<file path="config.mk">
export PLATFORM = sky130hd
export DESIGN_NAME = memmap_ctrl
export DESIGN_NICKNAME = d
export VERILOG_FILES = /design/src/rtl/memmap_pkg.sv /design/src/rtl/memmap_cfgreg.sv /design/src/rtl/memmap_decode.sv /design/src/rtl/memmap_rxdelay.sv /design/src/rtl/memmap_ctrl.sv
export SDC_FILE = /design/constraint.sdc
export NUM_CORES = 1
export LEC_CHECK = 0
export ABC_AREA = 1
export BUFFER_PORTS_ARGS = -buffer_cell sky130_fd_sc_hd__clkbuf_2
export CORE_MARGIN = 2
export CORE_UTILIZATION = 50
export DETAILED_ROUTE_END_ITERATION = 10
export PLACE_DENSITY = 0.83
export SYNTH_ARGS = -nofsm -noshare
export SYNTH_HDL_FRONTEND = slang
export SYNTH_HIERARCHICAL = 1
export SYNTH_SLANG_ARGS = --single-unit
</file>
<file path="constraint.sdc">
create_clock -name clk -period 2.1 [get_ports clk]
set_input_delay 0.21 -clock clk [delete_from_list [all_inputs] [get_ports clk]]
set_output_delay 0.21 -clock clk [all_outputs]
set_load 0.01 [all_outputs]
</file>
<file path="src/rtl/memmap_pkg.sv">
package memmap_pkg;
    localparam int ADDR_W     = 16;
    localparam int PAGE_W     = 4;
    localparam int DLY_CODE_W = 2;
    localparam int DLY_UNIT   = 16;

    typedef struct packed {
        logic [PAGE_W-1:0]     page;
        logic                  stretch_all;
        logic [DLY_CODE_W-1:0] dly_code;
        logic                  lock;
    } cfg_t;
endpackage

</file>
<file path="src/rtl/memmap_cfgreg.sv">
module memmap_cfgreg
    import memmap_pkg::*;
(
    input  logic       clk,
    input  logic       rst_n,
    input  logic       special_mode,
    input  logic       wr_en,
    input  logic [7:0] wdata,
    output cfg_t       cfg,
    output logic [7:0] rdata
);
    cfg_t cfg_d, cfg_q;

    always_comb begin
        cfg_d = cfg_q;
        if (wr_en) begin
            if (!cfg_q.lock || special_mode)
                cfg_d.page = wdata[7:4];
            cfg_d.stretch_all = wdata[3];
            cfg_d.dly_code    = wdata[1:0];
            if (!special_mode)
                cfg_d.lock = 1'b1;
        end
    end

    always_ff @(posedge clk or negedge rst_n) begin
        if (!rst_n) cfg_q <= '0;
        else        cfg_q <= cfg_d;
    end

    assign cfg   = cfg_q;
    assign rdata = {cfg_q.page, cfg_q.stretch_all, 1'b0, cfg_q.dly_code};

    // Once locked, the lock stays set
    assert_lock_sticky_R3: assert property (@(posedge clk) disable iff (!rst_n)
        cfg_q.lock |=> cfg_q.lock);
    // Locked page cannot change outside special mode
    assert_page_frozen_R3: assert property (@(posedge clk) disable iff (!rst_n)
        (cfg_q.lock && !special_mode) |=> $stable(cfg_q.page));
    // Special-mode writes never set the lock
    assert_special_nolock_R4: assert property (@(posedge clk) disable iff (!rst_n)
        (special_mode && !cfg_q.lock) |=> !cfg_q.lock);
endmodule

</file>
<file path="src/rtl/memmap_decode.sv">
module memmap_decode #(
    parameter int ADDR_W   = 16,
    parameter int PAGE_W   = 4,
    parameter logic [3:0] EE_SUB_FIRST = 4'hD,
    parameter logic [15:0] LOW_END     = 16'h2000,
    parameter logic [15:0] HIGH_BASE   = 16'hC000,
    parameter logic [15:0] HIGH_END    = 16'hE000
) (
    input  logic              clk,
    input  logic              rst_n,
    input  logic [PAGE_W-1:0] page,
    input  logic              stretch_all,
    input  logic [ADDR_W-1:0] addr,
    input  logic              ext_access,
    input  logic              rom_low_map,
    output logic              eeprom_sel,
    output logic              stretch_req
);
    localparam int SUB_W = 4;

    logic [PAGE_W-1:0] addr_page;
    logic [SUB_W-1:0]  addr_sub;
    logic              in_low, in_high, in_region;

    always_comb begin
        addr_page  = addr[ADDR_W-1 -: PAGE_W];
        addr_sub   = addr[ADDR_W-PAGE_W-1 -: SUB_W];
        eeprom_sel = (addr_page == page) && (addr_sub >= EE_SUB_FIRST);
        in_low     = addr < LOW_END;
        in_high    = (addr >= HIGH_BASE) && (addr < HIGH_END);
        in_region  = rom_low_map ? in_low : in_high;
        stretch_req = ext_access && !eeprom_sel && (stretch_all || in_region);
    end

    // No stretch for internal or EEPROM accesses
    assert_no_stretch_internal_R8: assert property (@(posedge clk) disable iff (!rst_n)
        stretch_req |-> (ext_access && !eeprom_sel));
    // Stretch-all covers every external non-EEPROM access
    assert_stretch_all_R6: assert property (@(posedge clk) disable iff (!rst_n)
        (stretch_all && ext_access && !eeprom_sel) |-> stretch_req);
endmodule

</file>
<file path="src/rtl/memmap_rxdelay.sv">
module memmap_rxdelay #(
    parameter int CODE_W = 2,
    parameter int UNIT   = 16,
    parameter int CNT_W  = $clog2((2**CODE_W)*UNIT+1)
) (
    input  logic              clk,
    input  logic              rst_n,
    input  logic [CODE_W-1:0] dly_code,
    input  logic              rx_start,
    input  logic              tick_en,
    output logic [CNT_W-1:0]  delay_ticks,
    output logic              delay_done
);
    localparam int MAX_TICKS = (2**CODE_W)*UNIT;

    typedef struct packed {
        logic [CNT_W-1:0] cnt;
        logic             busy;
        logic             done;
    } dly_state_t;

    dly_state_t st_d, st_q;

    always_comb begin
        delay_ticks = CNT_W'((int'(dly_code) + 1) * UNIT);
        st_d        = st_q;
        st_d.done   = 1'b0;
        if (rx_start) begin
            st_d.cnt  = delay_ticks;
            st_d.busy = 1'b1;
        end else if (st_q.busy && tick_en) begin
            if (st_q.cnt == CNT_W'(1)) begin
                st_d.cnt  = '0;
                st_d.busy = 1'b0;
                st_d.done = 1'b1;
            end else begin
                st_d.cnt = st_q.cnt - CNT_W'(1);
            end
        end
    end

    always_ff @(posedge clk or negedge rst_n) begin
        if (!rst_n) st_q <= '0;
        else        st_q <= st_d;
    end

    assign delay_done = st_q.done;

    // Done is a single-cycle pulse
    assert_done_pulse_R10: assert property (@(posedge clk) disable iff (!rst_n)
        delay_done |=> !delay_done);
    // Done only follows an active count
    assert_done_after_busy_R10: assert property (@(posedge clk) disable iff (!rst_n)
        $rose(delay_done) |-> $past(st_q.busy));
    // Running count stays inside its legal range
    assert_cnt_range_R9: assert property (@(posedge clk) disable iff (!rst_n)
        st_q.busy |-> (st_q.cnt != '0 && st_q.cnt <= CNT_W'(MAX_TICKS)));
endmodule

</file>
<file path="src/rtl/memmap_ctrl.sv">
module memmap_ctrl
    import memmap_pkg::*;
#(
    parameter int DLY_UNIT_P = DLY_UNIT
) (
    input  logic              clk,
    input  logic              rst_n,
    input  logic              special_mode,
    input  logic              reg_wr,
    input  logic [7:0]        reg_wdata,
    output logic [7:0]        reg_rdata,
    input  logic [ADDR_W-1:0] cpu_addr,
    input  logic              ext_access,
    input  logic              rom_low_map,
    output logic              eeprom_sel,
    output logic              stretch_req,
    input  logic              rx_start,
    input  logic              tick_en,
    output logic [$clog2((2**DLY_CODE_W)*DLY_UNIT_P+1)-1:0] delay_ticks,
    output logic              delay_done
);
    localparam int CNT_W = $clog2((2**DLY_CODE_W)*DLY_UNIT_P+1);

    cfg_t cfg;

    memmap_cfgreg u_cfg (
        .clk          (clk),
        .rst_n        (rst_n),
        .special_mode (special_mode),
        .wr_en        (reg_wr),
        .wdata        (reg_wdata),
        .cfg          (cfg),
        .rdata        (reg_rdata)
    );

    memmap_decode #(
        .ADDR_W (ADDR_W),
        .PAGE_W (PAGE_W)
    ) u_dec (
        .clk         (clk),
        .rst_n       (rst_n),
        .page        (cfg.page),
        .stretch_all (cfg.stretch_all),
        .addr        (cpu_addr),
        .ext_access  (ext_access),
        .rom_low_map (rom_low_map),
        .eeprom_sel  (eeprom_sel),
        .stretch_req (stretch_req)
    );

    memmap_rxdelay #(
        .CODE_W (DLY_CODE_W),
        .UNIT   (DLY_UNIT_P),
        .CNT_W  (CNT_W)
    ) u_dly (
        .clk         (clk),
        .rst_n       (rst_n),
        .dly_code    (cfg.dly_code),
        .rx_start    (rx_start),
        .tick_en     (tick_en),
        .delay_ticks (delay_ticks),
        .delay_done  (delay_done)
    );

    logic wbit2_unused;
    assign wbit2_unused = reg_wdata[2];

    // Bit 2 of the read value is never set
    assert_bit2_clear_R2: assert property (@(posedge clk) disable iff (!rst_n)
        $rose(reg_wr) |=> !reg_rdata[2]);
endmodule

</file>
==> metrics.txt, run 1 <==
status finished clean; Cell Area, Synth around 0.0011 mm^2; largest net degree at the start of global routing 18; grt ovf 0; Arr. time, crit path around 1300 ps; crit share post-route 70.7%; FFs w/ async S/R, synth 100%; CP max stage delay ~420 ps; EDFF count, synth 0; HP Class in2reg; Total GRT Usage between 10% and 20%; Die Y approximately 52 um; setup ws final 616 ps; share of cells above drive strength 1 27.7%; most used routing layer met2; fmax 674 MHz; CP top delay family flip-flops; Leak Pwr 0.000751 uW; flops & latches, synth 17; core area approximately 0.0022 mm^2; # diodes 0; GR Layer Usage met1 between 20% and 30%; Final Net Count 220; worst path cell trace xnor2_1 > nand2_1 > nor2_2 > nor2_2 > clkbuf_2; DRT antenna net count 0; Setup Skew ~1.9 ps; First-pass DRT Iterations 6; routed vias 965; worst path buffer plus inverter count 1; worst vdd ir approximately 450 uV; clock sink count 17; global placer's final weighted congestion 0.779; startpoint types flip-flop; Synth area leader dfrtp_1; Req. time, crit path 1890 ps; I/O Buffers 35; Initial Utilization roughly 52%; CP most frequent cell nor2_2; dpl ws roughly 860 ps; Cell Pwr Density 670 mW/mm^2; CTS max path bufs 2; min Tclk post-route between 1000 and 1500 ps; Synth top area share 37.6%; CTS tree yes; Die ar. ~0.0027 mm^2; Syn Inst Count 154; Avg Vias per Cell 4.55; Area growth syn-to-layout 13.8%; met3 Track Usage GR 2.59%; vias in the first global route 925; Starting DRT DRC Count 18; # rows 17; most frequent cell after synthesis nand2_1; drt wl/cell 10.2 um; RSZ-0062 raised after global routing no; initial antenna violation count 0; endpoints failing setup 0; # H-tree levels 1; setup total negative slack 0 ps; DRC viols 0; syn avg cell area 7.35 um^2; Yosys Warn Count 6; most instantiated cells after synthesis nand2_1, inv_1, dfrtp_1; Root Buffer clkbuf_4; Slowest-stage cell, CP dfrtp_1; IO Count 50; WL final 2150 um; final hold violation count 0; CP Class reg2out; Yosys cell types 24; met2 usage 33.8%; worst-path fanout max 3; design area 0.00129 mm^2; Crit. End Element output pin; placed cell areas between 0.001 and 0.0015 mm^2; TritonCTS Buffers 3; first-pass GRT wire length 3770 um; final core occ 59.4%; max-cap violation count 0; top cells by area, synth dfrtp_1, nand2_1, buf_4; register area share after synthesis 37.6%; Die X 51.6 um; clk_lat worst skew slightly below 300 ps; ys flop type dfrtp_1; Clk pin slew, worst setup/hold paths 100 ps; Slew Limit Fails 0; HPWL Detailed roughly 1700 um
==> registers in the layout (all words and copies together), names as in the netlist <==
name / count
u_dly/delay_done: 1
u_cfg/cfg: 8
u_dly/st_q: 8
==> final cells by class <==
cell class / instances / area, um^2
sequential: 17 / 425
multi-input combinational: 105 / 522
clock buffer: 4 / 26.3
tap: 28 / 35.0
fill: 208 / 881
timing repair buffer: 36 / 185
inverter: 22 / 95.1
==> kinds of logic after synthesis <==
group                      synth area share (%)
adders and majority gates                  3.32
DFF                                        37.6
AOI/OAI and AO/OA                          4.53
and+or+nand+nor                            35.0
other                                     0.663
xor gates and xnor gates                   1.55
buffers and inverters                      17.3
==> layer usage <==
metal / share of wire [%] / vias up
li1: - / 513
met1: 42 / 423
met2: 51 / 25
met3: 5.4 / 4
met4: 1.7 / 0
met5: 0 / -
==> per-stage QoR <==
step / instances / power (uW) / hold slack (ps)
global placement: 207 / 677 / 160
global route: 212 / 933 / 136
floorplan: 157 / 629 / -85.6
finish: 212 / 863 / 114
CTS: 212 / 871 / 111
detailed placement: 207 / 690 / 170
==> final timing paths <==
check,startpoint,end,slack (ps),cells after the start
worst max register to register,u_dly/st_q[2]$_DFFE_PN0P_,u_dly/st_q[8]$_DFFE_PN0P_,850,7
min in group asynchronous,rst_n,u_dly/st_q[2]$_DFFE_PN0P_,360,2
worst min-delay path,reg_wdata[1],u_cfg/cfg[2]$_DFFE_PN0P_,110,3
worst min register to register,u_cfg/cfg[0]$_DFFE_PN0P_,u_cfg/cfg[0]$_DFFE_PN0P_,490,1
worst max-delay path,u_cfg/cfg[4]$_DFFE_PN0P_,stretch_req,620,5
max in group asynchronous,rst_n,u_cfg/cfg[6]$_DFFE_PN0P_,1440,2
==> tightest hold or removal path: cells and delay by family <==
family / cells / cell delay (ps)
and+or+nand+nor: 1 / 40
buffers and inverters: 1 / 70
AOI/OAI and AO/OA: 1 / 50
==> power breakdown <==
part           switching [uW]  leakage [uW]  internal (uW)
Combinational             164      0.000529            111
Sequential               43.2      0.000207            366
Clock                     104     0.0000150           74.1
Total                     312      0.000751            551
==> placed cells by master (no fill, tap or decap) <==
cell / Yosys / layout
nand2_1: 55 / 55
clkbuf_2: 0 / 35
inv_1: 21 / 21
dfrtp_1: 17 / 17
nand3_1: 10 / 10
nor2_1: 6 / 6
o21ai_0: 5 / 5
conb_1: 2 / 5
nor2_2: 4 / 4
clkbuf_4: 0 / 3
nor2_4: 3 / 3
ha_1: 3 / 3
nand2_2: 2 / 2
o22ai_1: 2 / 2
nand4_1: 2 / 2
clkbuf_1: 0 / 1
dlygate4sd3_1: 0 / 1
a21o_2: 1 / 1
xnor2_1: 1 / 1
a21oi_1: 1 / 1
clkinv_8: 1 / 1
nand3_2: 1 / 1
nand2_4: 1 / 1
nor3_1: 1 / 1
xor2_1: 1 / 1
nand3b_1: 1 / 1
==> what timing repair did <==
item | in CTS | in global routing
gates resized for setup | 0 | 0
endpoints found under the hold margin | 17 | 0
endpoints found under the setup margin | 0 | 0
hold buffers | 1 | 0
buffers inserted | 0 | 0
Power figures use the tool's default switching activity.
==> inputs of run 2 (changes only) <==
CORE_UTILIZATION = 46   (was 50)
PLACE_DENSITY = 0.77   (was 0.83)
clock period = 1.5 ns   (was 2.1 ns; I/O delays follow)
==> metrics.txt, run 2 (same netlist as run 1, synthesis figures left out) <==
Reg2Reg Setup Slack 230 ps (-620 ps); WL final 2210 um (+2.4%); largest net degree at the start of global routing 18 (unchanged); placed cell areas 0.00125 mm^2 (unchanged); Leak Pwr 0.000758 uW (+0.93%); grt ovf 0 (unchanged); First-pass DRT Iterations 4 (-2); crit share post-route 91.7%; Setup Skew 4.98 ps (+3.11 ps); vias in the first global route 888 (-4.0%); Initial Utilization 49.8% (-2.4 points); clk_lat worst skew 290 ps (about the same); DRC viols 0 (unchanged); # diodes 0 (unchanged); share of cells above drive strength 1 29.2% (+1.5 points); startpoint types flip-flop; WHS 68.4 ps (-45.7 ps); Pwr Total 1210 uW (+40%); final hold violation count 0 (unchanged); Slew Limit Fails 0 (unchanged); Die X 53.6 um (+3.9%); worst-path fanout max 3 (unchanged); # H-tree levels 1 (unchanged); CTS max path bufs 2 (unchanged); global placer's final weighted congestion 0.814 (+4.5%); commonest non-fill, non-tap cell in the layout nand2_1; status finished clean; Die Y 53.6 um (+3.9%); CP max stage delay 410 ps (about the same); Cell Pwr Density 933 mW/mm^2 (+39%); routed vias 994 (+3.0%); HPWL Detailed 1750 um (+1.4%); max-cap violation count 0 (unchanged); Arr. time, crit path 1230 ps (-40 ps); Final Net Count 221 (+0.45%); initial antenna violation count 0 (unchanged); Clk pin slew, worst setup/hold paths 100 ps (about the same); Req. time, crit path 1350 ps (-540 ps); first-pass GRT wire length 3550 um (-6.0%); RSZ-0062 raised after global routing no; DRT antenna net count 0 (unchanged); I/O Buffers 35 (unchanged); endpoints failing setup 0 (unchanged); IO Count 50 (unchanged); setup total negative slack 0 ps (unchanged); R2R Path Start u_dly/st_q[2]$_DFFE_PN0P_; core area 0.00228 mm^2 (+4.9%); Critical R2R Capture u_dly/st_q[8]$_DFFE_PN0P_; min Tclk post-route approximately 1400 ps; Slowest-stage cell, CP dfrtp_1; TritonCTS Buffers 3 (unchanged); worst vdd ir 534 uV (+19%); fmax between 700 and 800 MHz; HP Class in2reg; # rows 17 (unchanged); worst path cell trace inv_2 > nor2_1 > nor2_1 > nand3_1 > nor2_2 > nor2_2 > clkbuf_2; design area 0.00130 mm^2 (+0.68%); drt wl/cell 10.4 um (+1.9%); Area growth syn-to-layout 14.6%; Worst setup endpoint stretch_req; Starting DRT DRC Count 16 (-2); Die ar. 0.00287 mm^2 (+8.0%); clock sink count 17 (unchanged); R2R depth 7 (unchanged); commonest non-fill, non-tap cells in the layout nand2_1, clkbuf_2, inv_1; CP startpoint u_cfg/cfg[7]$_DFFE_PN0P_; Avg Vias per Cell 4.67 (+2.5%); Crit. End Element output pin; CP Class reg2out; Root Buffer clkbuf_4; Total GRT Usage 17.1% (-1.8 points); CTS tree yes
-- run 2: worst max-delay path: cells and delay by family, from the launching register on --
kind          cells  cell delay [ps]
simple gates      5              350
buf+inv           2              170
flops             1              410
-- run 2: power breakdown --
group / total, uW / leakage [uW] / internal (uW) / switching [uW]
combinational: 395 / 0.000533 / 160 / 235
clock: 242 / 0.0000177 / 99.0 / 143
sequential: 574 / 0.000207 / 512 / 61.8
total: 1210 / 0.000758 / 771 / 440
-- run 2: metrics by stage --
step                      setup WS, ps  utilization, %  instances
final                              125            57.0        213
after detailed placement           271            55.0        207
after global placement             302            55.0        207
after CTS                         77.5            56.7        212
after floorplan                    383               -        157
after global routing              7.52            57.0        213
-- run 2: cell type report --
| cell class | instances | area, um^2 |
|---|---|---|
| tap | 28 | 35.0 |
| clock inverter | 1 | 5.00 |
| multi-input combinational | 105 | 522 |
| sequential | 17 | 425 |
| timing repair buffer | 37 | 193 |
| fill | 226 | 978 |
| clock buffer | 3 | 22.5 |
| inverter | 22 | 95.1 |
-- run 2: worst min-delay path by stage --
stage / cells after the start / start / end / slack, ps
2_1_floorplan: 0 / rst_n / u_cfg/cfg[0]$_DFFE_PN0P_ / -150
6_report: 3 / reg_wdata[1] / u_cfg/cfg[2]$_DFFE_PN0P_ / 70
3_5_place_dp: 1 / rst_n / u_dly/st_q[3]$_DFFE_PN0P_ / 110
4_1_cts: 3 / reg_wdata[1] / u_cfg/cfg[2]$_DFFE_PN0P_ / 60
5_1_grt: 3 / reg_wdata[0] / u_cfg/cfg[1]$_DFFE_PN0P_ / 70
3_3_place_gp: 1 / rst_n / u_dly/st_q[3]$_DFFE_PN0P_ / 100
-- run 2: layer usage --
| layer | wire length, um | GRT usage, % | part of all wire, % | vias to the layer above |
|---|---|---|---|---|
| met1 | 952 | 20.1 | 43 | 443 |
| li1 | - | - | - | 521 |
| met3 | 115 | 2.50 | 5.2 | 4 |
| met4 | 34 | 8.97 | 1.5 | 0 |
| met5 | 0 | 0 | 0 | - |
| met2 | 1100 | 30.0 | 50 | 26 |
-- run 2: repair_timing --
item | CTS | global route
resized for setup | 0 | 1
hold buffers | 1 | 0
buffers inserted | 0 | 1
setup endpoints to repair | 0 | 1
hold endpoints to repair | 17 | 0
